<file path="src/rtl/gpio_flag_pkg.sv">
package gpio_flag_pkg;
  localparam int unsigned ADDR_W = 4;

  typedef enum logic [ADDR_W-1:0] {
    REG_DIR  = 4'd0,
    REG_DATA = 4'd1,
    REG_DSET = 4'd2,
    REG_DCLR = 4'd3,
    REG_MSET = 4'd4,
    REG_MCLR = 4'd5,
    REG_POL  = 4'd6,
    REG_SENS = 4'd7,
    REG_BOTH = 4'd8,
    REG_EVT  = 4'd9
  } reg_addr_e;
endpackage

</file>
<file path="src/rtl/gpio_flag_sc_reg.sv">
module gpio_flag_sc_reg #(
  parameter int unsigned N = 16
) (
  input  logic         clk_i,
  input  logic         rst_ni,
  input  logic [N-1:0] set_i,
  input  logic [N-1:0] clr_i,
  output logic [N-1:0] q_o
);
  always_ff @(posedge clk_i or negedge rst_ni) begin
    if (!rst_ni) q_o <= '0;
    else         q_o <= (q_o | set_i) & ~clr_i;
  end
endmodule

</file>
<file path="src/rtl/gpio_flag_regs.sv">
module gpio_flag_regs
  import gpio_flag_pkg::*;
#(
  parameter int unsigned N = 16
) (
  input  logic              clk_i,
  input  logic              rst_ni,
  input  logic              we_i,
  input  logic [ADDR_W-1:0] addr_i,
  input  logic [N-1:0]      wdata_i,
  input  logic [N-1:0]      level_i,
  input  logic [N-1:0]      evt_i,
  output logic [N-1:0]      rdata_o,
  output logic [N-1:0]      dir_o,
  output logic [N-1:0]      out_o,
  output logic [N-1:0]      mask_o,
  output logic [N-1:0]      pol_o,
  output logic [N-1:0]      sens_o,
  output logic [N-1:0]      both_o,
  output logic [N-1:0]      evt_clr_o
);
  logic [N-1:0] dset, dclr, mset, mclr;

  function automatic logic [N-1:0] strobe(input logic hit, input logic [N-1:0] d);
    return hit ? d : '0;
  endfunction

  assign dset      = strobe(we_i && addr_i == REG_DSET, wdata_i);
  assign dclr      = strobe(we_i && addr_i == REG_DCLR, wdata_i);
  assign mset      = strobe(we_i && addr_i == REG_MSET, wdata_i);
  assign mclr      = strobe(we_i && addr_i == REG_MCLR, wdata_i);
  assign evt_clr_o = strobe(we_i && addr_i == REG_EVT,  wdata_i);

  gpio_flag_sc_reg #(.N(N)) u_out (
    .clk_i(clk_i), .rst_ni(rst_ni), .set_i(dset), .clr_i(dclr), .q_o(out_o)
  );

  gpio_flag_sc_reg #(.N(N)) u_mask (
    .clk_i(clk_i), .rst_ni(rst_ni), .set_i(mset), .clr_i(mclr), .q_o(mask_o)
  );

  always_ff @(posedge clk_i or negedge rst_ni) begin
    if (!rst_ni) begin
      dir_o  <= '0;
      pol_o  <= '0;
      sens_o <= '0;
      both_o <= '0;
    end else if (we_i) begin
      case (addr_i)
        REG_DIR:  dir_o  <= wdata_i;
        REG_POL:  pol_o  <= wdata_i;
        REG_SENS: sens_o <= wdata_i;
        REG_BOTH: both_o <= wdata_i;
        default: ;
      endcase
    end
  end

  always_comb begin
    case (addr_i)
      REG_DIR:            rdata_o = dir_o;
      REG_DATA:           rdata_o = level_i;
      REG_DSET, REG_DCLR: rdata_o = out_o;
      REG_MSET, REG_MCLR: rdata_o = mask_o;
      REG_POL:            rdata_o = pol_o;
      REG_SENS:           rdata_o = sens_o;
      REG_BOTH:           rdata_o = both_o;
      REG_EVT:            rdata_o = evt_i;
      default:            rdata_o = '0;
    endcase
  end
endmodule

</file>
<file path="src/rtl/gpio_flag_sync.sv">
module gpio_flag_sync #(
  parameter int unsigned N      = 16,
  parameter int unsigned STAGES = 2
) (
  input  logic         clk_i,
  input  logic         rst_ni,
  input  logic [N-1:0] d_i,
  output logic [N-1:0] q_o
);
  logic [N-1:0] stage_q [STAGES];

  always_ff @(posedge clk_i or negedge rst_ni) begin
    if (!rst_ni) stage_q[0] <= '0;
    else         stage_q[0] <= d_i;
  end

  for (genvar s = 1; s < STAGES; s++) begin : g_stage
    always_ff @(posedge clk_i or negedge rst_ni) begin
      if (!rst_ni) stage_q[s] <= '0;
      else         stage_q[s] <= stage_q[s-1];
    end
  end

  assign q_o = stage_q[STAGES-1];
endmodule

</file>
<file path="src/rtl/gpio_flag_irq.sv">
module gpio_flag_irq #(
  parameter int unsigned N = 16
) (
  input  logic         clk_i,
  input  logic         rst_ni,
  input  logic [N-1:0] src_i,
  input  logic [N-1:0] pol_i,
  input  logic [N-1:0] sens_i,
  input  logic [N-1:0] both_i,
  input  logic [N-1:0] mask_i,
  input  logic [N-1:0] taken_i,
  input  logic [N-1:0] evt_clr_i,
  output logic [N-1:0] evt_o,
  output logic         irq_o
);
  logic [N-1:0] active;

  for (genvar g = 0; g < N; g++) begin : g_pin
    logic prev_q, evt_q, edge_hit;

    // edge toward active polarity, or any change in both-edge mode
    always_comb begin
      if (both_i[g])     edge_hit = prev_q ^ src_i[g];
      else if (pol_i[g]) edge_hit = prev_q & ~src_i[g];
      else               edge_hit = ~prev_q & src_i[g];
    end

    always_ff @(posedge clk_i or negedge rst_ni) begin
      if (!rst_ni) begin
        prev_q <= 1'b0;
        evt_q  <= 1'b0;
      end else begin
        prev_q <= src_i[g];
        // a fresh edge outranks a clear in the same cycle
        evt_q  <= (evt_q & ~evt_clr_i[g]) | (edge_hit & sens_i[g] & ~taken_i[g]);
      end
    end

    assign active[g] = ~taken_i[g] & (sens_i[g] ? evt_q : (src_i[g] ^ pol_i[g]));
    assign evt_o[g]  = evt_q;
  end

  assign irq_o = |(active & mask_i);
endmodule

</file>
<file path="src/rtl/gpio_flag_ctrl.sv">
module gpio_flag_ctrl
  import gpio_flag_pkg::*;
#(
  parameter int unsigned NUM_PINS    = 16,
  parameter int unsigned SHARED_PINS = 8,
  parameter int unsigned SYNC_STAGES = 2
) (
  input  logic                clk_i,
  input  logic                rst_ni,
  input  logic                we_i,
  input  logic [ADDR_W-1:0]   addr_i,
  input  logic [NUM_PINS-1:0] wdata_i,
  output logic [NUM_PINS-1:0] rdata_o,
  input  logic                bus16_i,
  input  logic [NUM_PINS-1:0] pin_i,
  output logic [NUM_PINS-1:0] pin_o,
  output logic [NUM_PINS-1:0] pin_oe_o,
  output logic                irq_o
);
  localparam logic [NUM_PINS-1:0] SHARED_MASK =
    ~({NUM_PINS{1'b1}} >> SHARED_PINS);

  logic [NUM_PINS-1:0] dir_q, out_q, mask_q, pol_q, sens_q, both_q;
  logic [NUM_PINS-1:0] evt_q, evt_clr, sync_q, src, taken, level;

  assign taken = bus16_i ? SHARED_MASK : '0;

  gpio_flag_sync #(.N(NUM_PINS), .STAGES(SYNC_STAGES)) u_sync (
    .clk_i(clk_i), .rst_ni(rst_ni), .d_i(pin_i), .q_o(sync_q)
  );

  assign src   = (dir_q & out_q) | (~dir_q & sync_q);
  assign level = src & ~taken;

  gpio_flag_regs #(.N(NUM_PINS)) u_regs (
    .clk_i(clk_i), .rst_ni(rst_ni), .we_i(we_i), .addr_i(addr_i),
    .wdata_i(wdata_i), .level_i(level), .evt_i(evt_q), .rdata_o(rdata_o),
    .dir_o(dir_q), .out_o(out_q), .mask_o(mask_q), .pol_o(pol_q),
    .sens_o(sens_q), .both_o(both_q), .evt_clr_o(evt_clr)
  );

  gpio_flag_irq #(.N(NUM_PINS)) u_irq (
    .clk_i(clk_i), .rst_ni(rst_ni), .src_i(src), .pol_i(pol_q),
    .sens_i(sens_q), .both_i(both_q), .mask_i(mask_q), .taken_i(taken),
    .evt_clr_i(evt_clr), .evt_o(evt_q), .irq_o(irq_o)
  );

  assign pin_oe_o = dir_q & ~taken;
  assign pin_o    = out_q & ~taken;
endmodule

</file>
<file path="config.mk">
export PLATFORM = sky130hd
export DESIGN_NAME = gpio_flag_ctrl
export DESIGN_NICKNAME = d
export VERILOG_FILES = /design/src/rtl/gpio_flag_pkg.sv /design/src/rtl/gpio_flag_sc_reg.sv /design/src/rtl/gpio_flag_regs.sv /design/src/rtl/gpio_flag_sync.sv /design/src/rtl/gpio_flag_irq.sv /design/src/rtl/gpio_flag_ctrl.sv
export SDC_FILE = /design/constraint.sdc
export NUM_CORES = 1
export LEC_CHECK = 0
export BUFFER_PORTS_ARGS = -buffer_cell sky130_fd_sc_hd__buf_2
export CAP_MARGIN = 5
export CORE_MARGIN = 2
export CORE_UTILIZATION = 45
export CTS_CLUSTER_SIZE = 14
export DETAILED_ROUTE_END_ITERATION = 6
export PLACE_DENSITY_LB_ADDON = 0.25
export SYNTH_ARGS = -nofsm -noshare
export SYNTH_HDL_FRONTEND = slang
export SYNTH_SLANG_ARGS = --single-unit
</file>
<file path="constraint.sdc">
create_clock -name clk_i -period 1.9 [get_ports clk_i]
set_input_delay 0.285 -clock clk_i [delete_from_list [all_inputs] [get_ports clk_i]]
set_output_delay 0.285 -clock clk_i [all_outputs]
set_load 0.01 [all_outputs]
</file>
==> results of run 1 <==
==> worst reg2reg max path, stage by stage (launching register included) <==
cell and delay (ns):
sky130_fd_sc_hd__dfrtp_1 0.39, sky130_fd_sc_hd__mux2i_2 0.29, sky130_fd_sc_hd__buf_4 0.16, sky130_fd_sc_hd__inv_2 0.03, sky130_fd_sc_hd__buf_6 0.11, sky130_fd_sc_hd__ha_4 0.14, sky130_fd_sc_hd__nor2b_4 0.11, sky130_fd_sc_hd__a211oi_2 0.18
sky130_fd_sc_hd__a21oi_1 0.06, sky130_fd_sc_hd__a32o_1 0.26
==> cell type report <==
type / instances / area [um^2]
tap: 225 / 282
clock buffer: 19 / 443
multi-input combinational: 433 / 3660
clock inverter: 13 / 185
inverter: 33 / 126
antenna: 1 / 2.50
timing repair buffer: 290 / 2140
fill: 1365 / 6340
sequential: 160 / 4000
==> layer usage <==
layer  up-vias  wire length (um)
li1       2997                 -
met1      3342             10000
met2       270             11500
met3        55              1350
met4         0               663
met5         -                 0
==> where the power goes <==
part           internal, mW  switching (mW)  total (mW)  leakage, nW
sequential             4.12           0.557        4.68         1.90
clock                  2.24            1.41        3.64        0.303
combinational          2.19            1.79        3.98         2.85
total                  8.54            3.75        12.3         5.05
==> synth_stat cells, types with 2 or more instances <==
library cell,count
sky130_fd_sc_hd__nand3_1,12
sky130_fd_sc_hd__nand3b_1,4
sky130_fd_sc_hd__nor3_1,3
sky130_fd_sc_hd__a21oi_1,80
sky130_fd_sc_hd__nand4_1,12
sky130_fd_sc_hd__a22oi_1,34
sky130_fd_sc_hd__a22o_1,15
sky130_fd_sc_hd__nor3_2,2
sky130_fd_sc_hd__xor2_1,2
sky130_fd_sc_hd__nand2b_1,4
sky130_fd_sc_hd__a211oi_1,16
sky130_fd_sc_hd__mux2i_2,3
sky130_fd_sc_hd__dfrtp_1,160
sky130_fd_sc_hd__ha_1,32
sky130_fd_sc_hd__mux2_2,64
sky130_fd_sc_hd__buf_4,26
sky130_fd_sc_hd__inv_2,4
sky130_fd_sc_hd__nor2_1,9
sky130_fd_sc_hd__clkbuf_1,13
sky130_fd_sc_hd__a221oi_1,7
sky130_fd_sc_hd__nor2b_1,32
sky130_fd_sc_hd__o211ai_1,4
sky130_fd_sc_hd__and3_1,4
sky130_fd_sc_hd__buf_2,14
sky130_fd_sc_hd__nor4_1,3
sky130_fd_sc_hd__inv_1,28
sky130_fd_sc_hd__a32o_1,8
sky130_fd_sc_hd__nor3b_1,13
sky130_fd_sc_hd__a222oi_1,8
sky130_fd_sc_hd__and2_1,2
sky130_fd_sc_hd__a31oi_1,5
sky130_fd_sc_hd__mux2i_1,13
sky130_fd_sc_hd__nand2_1,22
sky130_fd_sc_hd__xnor2_1,13
==> flip-flops by register name, indices dropped and copies added (netlist names) <==
register            cells
u_regs.both_o          16
u_regs.sens_o          16
u_regs.u_mask.q_o      16
u_sync.stage_q         16
u_irq.g_pin.evt_q      16
u_irq.g_pin.prev_q     16
u_sync.q_o             16
u_regs.dir_o           16
u_regs.u_out.q_o       16
u_regs.pol_o           16
==> placed cells by master, fill, tap and decap left out, drive strengths merged, types with 13 or more instances in the layout <==
cell type,n
clkbuf,19
ha,32
nor2b,32
dlygate4sd3,17
nor3b,13
a21oi,80
a211oi,16
inv,33
a22o,15
mux2,64
xnor2,14
dfrtp,160
mux2i,16
buf,273
nand2,23
a22oi,34
==> per-stage QoR <==
step	util (%)	TNS, ns
after floorplan	-	-0.110
after global placement	55.4	-3.87
after detailed placement	55.5	-1.61
after CTS	61.5	-2.50
after global routing	63.1	-3.98
final	63.1	-2.43
==> worst paths after layout <==
check,slack (ns),depth (start not counted),endpoint,startpoint
min in group asynchronous,0.35,2,u_regs.pol_o[8],rst_ni
max,-0.88,8,irq_o,u_regs.dir_o[1]
min reg2reg,0.35,0,u_sync.q_o[3],u_sync.stage_q[19]
max in group asynchronous,0.86,3,u_sync.stage_q[22],rst_ni
min,0.15,2,u_regs.u_out.q_o[4],wdata_i[4]
max reg2reg,0.04,9,u_irq.g_pin[10].evt_q,u_regs.dir_o[10]
==> kinds of logic after synthesis <==
family	synth area share (%)
buffers and inverters	5.74
AOI/OAI and AO/OA	15.3
muxes	11.4
xor gates and xnor gates	1.89
adders and majority gates	5.12
DFF	51.2
and+or+nand+nor	9.39
==> timing repair <==
item / in CTS / in global routing
hold endpoints to repair: 56 / 0
pin swaps: 8 / 23
hold buffers: 17 / 0
endpoints found under the setup margin: 17 / 29
buffers inserted: 14 / 13
gates resized for setup: 32 / 41
==> qor.txt, run 1 <==
OUTCOME
--------------------------------------------------------------------------------
Run status                                                          finished with violations
Failing checks                                                      setup timing

CELLS AND AREA
--------------------------------------------------------------------------------
Layout cell share with drive strength beyond 1                             46.2%
Post-route cell area                                                 0.0108 mm^2
Final nets                                                                 1,007
Layout overhead on the synthesized area                                    38.5%
Final non-filler cell total                                                1,174

GLOBAL ROUTING
--------------------------------------------------------------------------------
Number of antenna violations at the first check in global routing              1
Via count of the first global-routing pass                                 6,884
Met2 Use GR                                                                43.6%
Largest net degree at the start of global routing                             61
First-pass GRT wire length                                               36.6 mm
Layer carrying the most global-route usage                                  met2
GRT met3 Usage                                                             4.77%
Global-route total usage across every layer                                26.3%
Fraction of met1 tracks used by global routing                             33.7%
Remaining global-route overflow                                                0

YOSYS
--------------------------------------------------------------------------------
Top cell type's share of synthesized area                                  51.2%
Syn Nets                                                                     752
Share of async-settable or async-resettable flops after synthesis           100%
Synth cell types                                                              43
Primary FF master, synth                                            sky130_fd_sc_hd__dfrtp_1
Number of synthesized flops with an enable pin                                 0
Dominant cell type by area after synthesis                          sky130_fd_sc_hd__dfrtp_1
Mean post-synth cell area                                              11.5 um^2
Yosys reg bits                                                               160
Most area-consuming cells after synthesis                           sky130_fd_sc_hd__dfrtp_1 (51%), sky130_fd_sc_hd__mux2_2 (9.2%), sky130_fd_sc_hd__a21oi_1 (5.1%)
Sequential cell area fraction in the yosys report                          51.2%
Combined area of all synthesized cells                              0.00783 mm^2
Count of mapped cells out of synthesis                                       680
Count of yosys warnings during synthesis                                       0

CTS
--------------------------------------------------------------------------------
Clock transition at the registers of the reported paths                  0.06 ns
Number of buffers added by the clock tree synthesis step                      17
CTS tree                                                                     yes
H-tree lvl count                                                               4
Clock latency on the worst-skew pair                                     0.43 ns
Root buf cell                                                       sky130_fd_sc_hd__clkbuf_16
Bufs on Longest Clock Path                                                     2
CTS Sinks                                                                    160

CRITICAL PATH
--------------------------------------------------------------------------------
Cell breakdown of the critical path                                 mux2i_2 > inv_2 > xnor2_2 > nor3b_1 > nor4_1 > nand4_1 > or4_4 > buf_6
Largest stage delay, worst path                                          0.51 ns
CP Max Fanout                                                                  4
Arrival time reported for the critical path endpoint                     2.49 ns
Worst Path Required                                                      1.62 ns
Nature of the critical path startpoint                                      flop
CP endpoint kind                                                      output pin
Family with the most delay on the worst path                        simple AND/OR/NAND/NOR gates
Number of buffers and inverters on the critical path                           2
CP Class                                                            flop to output pin
Critical-path cell with the highest stage delay                     sky130_fd_sc_hd__or4_4

PWR
--------------------------------------------------------------------------------
Worst IR drop on VDD                                                    0.688 mV
Sum of internal, switching and leakage power                             12.3 mW
Power density relative to cell area                                 1130 mW/mm^2
LEAKAGE                                                                  5.05 nW

FLOORPLAN
--------------------------------------------------------------------------------
Top-level I/O count                                                           89
Die Width                                                                 136 um
Total number of placement rows                                                48
Core region area                                                     0.0172 mm^2
Die Span Y                                                                136 um
Initial Util                                                               45.6%
Die ar.                                                              0.0185 mm^2

ROUTE
--------------------------------------------------------------------------------
Routed vias/inst                                                            5.68
Count of nets left with antenna violations after detail routing                0
Initial drt markers                                                          505
DR pass1 iterations                                                            7
Number of remaining DRC errors                                                 0
Post-detailed-routing wire length                                        23.6 mm
Total vias in the final route                                              6,664
WL/cell                                                                  20.1 um

PLACED DESIGN
--------------------------------------------------------------------------------
# placed instances                                                         1,100
Pre-CTS setup slack                                                    -0.431 ns
Final GP Congestion                                                        0.955
Post-placement cell area                                            0.00954 mm^2
Number of port buffers                                                        88
Post-detail-place hpwl                                                   16.2 mm

HOLD PATH
--------------------------------------------------------------------------------
Type of the most critical hold path                                 input port to flop

TIMING
--------------------------------------------------------------------------------
Worst-case hold slack                                                   0.146 ns
Largest clock skew in the final design                                0.00541 ns
Number of endpoints failing setup at the final stage                          16
Tightest Pin Transition                                                 0.447 ns
Fin. max-slew vios                                                             0
Shortest clock period the worst path allows after layout                 2.78 ns
Setup repair after global routing missed its margin                          yes
Final setup margin                                                     -0.879 ns
Fin crit share                                                              146%
Peak Freq                                                                360 MHz
Number of hold violations in the final report                                  0
Worst slew margin relative to its limit                                    70.1%

FLOW RUN
--------------------------------------------------------------------------------
Number of max-cap violations                                                   0

No activity file was read; power rests on OpenSTA's default activity.
==> inputs of run 2 (changes only) <==
--- a/config.mk
+++ b/config.mk
@@ -5,6 +5,7 @@
 export SDC_FILE = /design/constraint.sdc
 export NUM_CORES = 1
 export LEC_CHECK = 0
+export ABC_AREA = 1
 export BUFFER_PORTS_ARGS = -buffer_cell sky130_fd_sc_hd__buf_2
 export CAP_MARGIN = 5
 export CORE_MARGIN = 2
==> qor.txt, run 2 <==
OUTCOME
--------------------------------------------------------------------------------
Run status                                                          finished with violations   unchanged
Failing checks                                                      setup timing   unchanged

YOSYS
--------------------------------------------------------------------------------
Sequential cell area fraction in the yosys report                          49.3%   was 51.2%
Primary FF master, synth                                            sky130_fd_sc_hd__dfrtp_1   unchanged
Count leader, synth                                                 sky130_fd_sc_hd__nand2_1   was sky130_fd_sc_hd__dfrtp_1
Top cell type's share of synthesized area                                  49.3%   was 51.2%
Number of synthesized flops with an enable pin                                 0   unchanged
Most area-consuming cells after synthesis                           sky130_fd_sc_hd__dfrtp_1 (49%), sky130_fd_sc_hd__nand2_1 (11%), sky130_fd_sc_hd__inv_1 (7.3%)   was sky130_fd_sc_hd__dfrtp_1 (51%), sky130_fd_sc_hd__mux2_2 (9.2%), sky130_fd_sc_hd__a21oi_1 (5.1%)
Synth cell types                                                              28   was 43
Count of mapped cells out of synthesis                                     1,001   was 680
Syn Nets                                                                   1,073   was 752
Mean post-synth cell area                                              8.12 um^2   was 11.5 um^2
Dominant cell type by area after synthesis                          sky130_fd_sc_hd__dfrtp_1   unchanged
Count of yosys warnings during synthesis                                       0   unchanged
Most frequent cells after synthesis                                 sky130_fd_sc_hd__nand2_1 (233), sky130_fd_sc_hd__dfrtp_1 (160), sky130_fd_sc_hd__inv_1 (158)   was sky130_fd_sc_hd__dfrtp_1 (160), sky130_fd_sc_hd__a21oi_1 (80), sky130_fd_sc_hd__mux2_2 (64)
Share of async-settable or async-resettable flops after synthesis           100%   unchanged
Yosys reg bits                                                               160   unchanged
Combined area of all synthesized cells                              0.00812 mm^2   was 0.00783 mm^2

CRITICAL PATH
--------------------------------------------------------------------------------
CP endpoint kind                                                      output pin   unchanged
Largest stage delay, worst path                                          0.42 ns   was 0.51 ns
Cell breakdown of the critical path                                 inv_2 > nand2_1 > nand3_1 > nand3b_1 > nand2_1 > nand2_1 > nor2_1 > nand2_1 > nand2_2 > nand2_2 > buf_6   was mux2i_2 > inv_2 > xnor2_2 > nor3b_1 > nor4_1 > nand4_1 > or4_4 > buf_6
Critical path depth                                                           11   was 8
Cell occurring most often along the worst timing path               sky130_fd_sc_hd__nand2_1
CP Max Fanout                                                                  4   unchanged
Number of cells traversed by the worst register-to-register path              11   was 9
Number of buffers and inverters on the critical path                           2   unchanged
Nature of the critical path startpoint                                      flop   unchanged
Critical-path cell with the highest stage delay                     sky130_fd_sc_hd__dfrtp_1   was sky130_fd_sc_hd__or4_4
Arrival time reported for the critical path endpoint                     1.83 ns   was 2.49 ns
Worst Path Required                                                      1.62 ns   about the same
Family with the most delay on the worst path                        simple AND/OR/NAND/NOR gates   unchanged
CP Class                                                            flop to output pin   unchanged

FLOORPLAN
--------------------------------------------------------------------------------
Initial Util                                                               45.5%   was 45.6%
Die ar.                                                              0.0191 mm^2   was 0.0185 mm^2
Die Width                                                                 138 um   was 136 um
Total number of placement rows                                                49   was 48
Die Span Y                                                                138 um   was 136 um
Top-level I/O count                                                           89   unchanged
Core region area                                                     0.0178 mm^2   was 0.0172 mm^2

PWR
--------------------------------------------------------------------------------
Proportion of power drawn by the clock network                             29.8%   was 29.6%
Sequential group share of total power                                      41.8%   was 38.0%
Net switching fraction of the power                                        34.9%   was 30.5%
Power density relative to cell area                                 1080 mW/mm^2   was 1130 mW/mm^2
Sum of internal, switching and leakage power                             11.3 mW   was 12.3 mW
Switching power summed over all nets                                     3.94 mW   was 3.75 mW
Worst IR drop on VDD                                                    0.705 mV   was 0.688 mV
Combinational Power Share                                                  28.5%   was 32.3%
Internal portion of total power                                          7.36 mW   was 8.54 mW
LEAKAGE                                                                  5.40 nW   was 5.05 nW

CTS
--------------------------------------------------------------------------------
Root buf cell                                                       sky130_fd_sc_hd__clkbuf_16   unchanged
Clock transition at the registers of the reported paths                  0.07 ns   was 0.06 ns
CTS Sinks                                                                    160   unchanged
Bufs on Longest Clock Path                                                     2   unchanged
H-tree lvl count                                                               4   unchanged
Clock latency on the worst-skew pair                                     0.44 ns   was 0.43 ns
Number of buffers added by the clock tree synthesis step                      17   unchanged
CTS tree                                                                     yes   unchanged

GLOBAL ROUTING
--------------------------------------------------------------------------------
Layer carrying the most global-route usage                                  met2   unchanged
Remaining global-route overflow                                                0   unchanged
Via count of the first global-routing pass                                 7,090   was 6,884
Met2 Use GR                                                                37.2%   was 43.6%
GRT met3 Usage                                                             4.71%   was 4.77%
Fraction of met1 tracks used by global routing                             35.2%   was 33.7%
Global-route total usage across every layer                                24.4%   was 26.3%
Largest net degree at the start of global routing                             62   was 61
Number of antenna violations at the first check in global routing              0   was 1
First-pass GRT wire length                                               36.8 mm   was 36.6 mm

TIMING
--------------------------------------------------------------------------------
Setup TNS                                                              -0.231 ns   was -2.43 ns
Setup repair after global routing missed its margin                          yes   unchanged
Tightest Pin Transition                                                 0.430 ns   was 0.447 ns
Shortest clock period the worst path allows after layout                 2.12 ns   was 2.78 ns
Fin. max-slew vios                                                             0   unchanged
Worst slew margin relative to its limit                                    71.3%   was 70.1%
Final setup margin                                                     -0.218 ns   was -0.879 ns
Peak Freq                                                                472 MHz   was 360 MHz
Fin crit share                                                              111%   was 146%
Number of hold violations in the final report                                  0   unchanged
Number of endpoints failing setup at the final stage                           2   was 16
Largest clock skew in the final design                                0.00642 ns   was 0.00541 ns

ROUTE
--------------------------------------------------------------------------------
Initial drt markers                                                          723   was 505
Number of remaining DRC errors                                                 0   unchanged
DR pass1 iterations                                                            5   was 7
Count of nets left with antenna violations after detail routing                0   unchanged
WL/cell                                                                  16.3 um   was 20.1 um
Total vias in the final route                                              7,548   was 6,664
Routed vias/inst                                                            5.27   was 5.68
Post-detailed-routing wire length                                        23.4 mm   was 23.6 mm

HOLD PATH
--------------------------------------------------------------------------------
Type of the most critical hold path                                 input port to flop   unchanged
Count of cells along the worst hold path                                       2   unchanged

CELLS AND AREA
--------------------------------------------------------------------------------
Leading cell type in the layout, fill and taps excluded             sky130_fd_sc_hd__nand2_1   was sky130_fd_sc_hd__buf_4
Final nets                                                                 1,261   was 1,007
Most used cells in the layout excluding fill and tap cells          sky130_fd_sc_hd__nand2_1 (198), sky130_fd_sc_hd__dfrtp_1 (157), sky130_fd_sc_hd__inv_1 (129), sky130_fd_sc_hd__a21oi_1 (102), sky130_fd_sc_hd__buf_4 (95)   was sky130_fd_sc_hd__buf_4 (166), sky130_fd_sc_hd__dfrtp_1 (160), sky130_fd_sc_hd__buf_2 (86), sky130_fd_sc_hd__a21oi_1 (79), sky130_fd_sc_hd__mux2_2 (64)
Inserted Diodes                                                                0   was 1
Fill cells                                                                 1,593   was 1,365
Layout cell share with drive strength beyond 1                             28.2%   was 46.2%
Layout overhead on the synthesized area                                    28.8%   was 38.5%

FLOW RUN
--------------------------------------------------------------------------------
Number of max-cap violations                                                   0   unchanged

PLACED DESIGN
--------------------------------------------------------------------------------
Post-detail-place hpwl                                                   15.7 mm   was 16.2 mm
Number of port buffers                                                        88   unchanged
Final GP Congestion                                                        0.918   was 0.955

## run 2: changes by cell type in the layout (fill, tap and decap cells not counted), sizes merged, moves of 27 or more
cell	before	now
buf	273	190
nand2	23	238
o21ai	0	101
inv	33	171
nand3	12	54
nor2	10	42
mux2	64	0
nor2b	32	0
o22ai	0	27
## run 2: final timing paths
| kind | startpoint | to | slack (ns) |
|---|---|---|---|
| setup reg to reg | u_regs.dir_o[14] | u_irq.g_pin[14].evt_q | 0.16 |
| max in group asynchronous | rst_ni | u_regs.u_out.q_o[5] | 0.97 |
| hold / removal | wdata_i[1] | u_regs.u_out.q_o[1] | 0.08 |
| hold reg to reg | u_sync.stage_q[21] | u_sync.q_o[5] | 0.35 |
| min in group asynchronous | rst_ni | u_regs.u_out.q_o[4] | 0.24 |
| setup / recovery | u_regs.dir_o[13] | irq_o | -0.22 |
## run 2: logic make-up (layout without fill, tap and decap cells)
logic type      Yosys count  after routing  synth area share (%)
simple gates            341            341                  17.5
buf+inv                 205            406                  10.6
fa+ha+maj                32             32                  4.93
compound gates          263            263                  17.7
flops                   160            160                  49.3
## run 2: per-stage QoR
step                      setup slack, ns  hold slack (ns)  area [um^2]  instances  util [%]
after floorplan                     0.450          -0.0106         8120       1001         -
after global placement              0.106            0.128         8950       1319      50.2
after detailed placement            0.107            0.128         8950       1319      50.2
after CTS                          -0.176           0.0689        10000       1406      56.3
after global routing               -0.303           0.0865        10500       1431      58.6
final                              -0.218           0.0812        10500       1431      58.6
## run 2: repair_timing
item	in CTS	in global routing
buffers inserted	38	28
endpoints found under the hold margin	142	0
gates resized for setup	39	69
endpoints found under the setup margin	15	19
pin swaps	19	43
hold buffers	17	0
## run 2: final cells by class
| type | count | area (um^2) | area share (%) |
|---|---|---|---|
| Inverter | 167 | 629 | 6.02 |
| Tap cell | 229 | 287 | 2.74 |
| Multi-Input combinational cell | 636 | 3500 | 33.5 |
| Sequential cell | 160 | 4010 | 38.3 |
| Clock buffer | 17 | 425 | 4.07 |
| Clock inverter | 15 | 154 | 1.47 |
| Timing Repair Buffer | 207 | 1450 | 13.9 |
## run 2: layer usage
layer,part of all wire [%],up-vias
li1,-,3629
met1,45,3598
met2,46,280
met3,6.8,41
met4,2.0,0
met5,0,-
## run 2: power groups by stage
stage,registers (mW),clock network (mW),logic (mW)
final,4.72,3.37,3.22
after global routing,4.81,3.57,3.64
after CTS,4.67,3.42,2.88
after detailed placement,4.73,0,2.51
after global placement,4.73,0,2.46
after floorplan,4.55,0,1.84
## run 2: worst reg2reg max path, delay by kind of cell (launching register included)
| family | cells | cell delay [ns] |
|---|---|---|
| adders and majority gates | 1 | 0.19 |
| and+or+nand+nor | 2 | 0.13 |
| AOI/OAI and AO/OA | 3 | 0.33 |
| DFF | 1 | 0.41 |
| buffers and inverters | 5 | 0.55 |
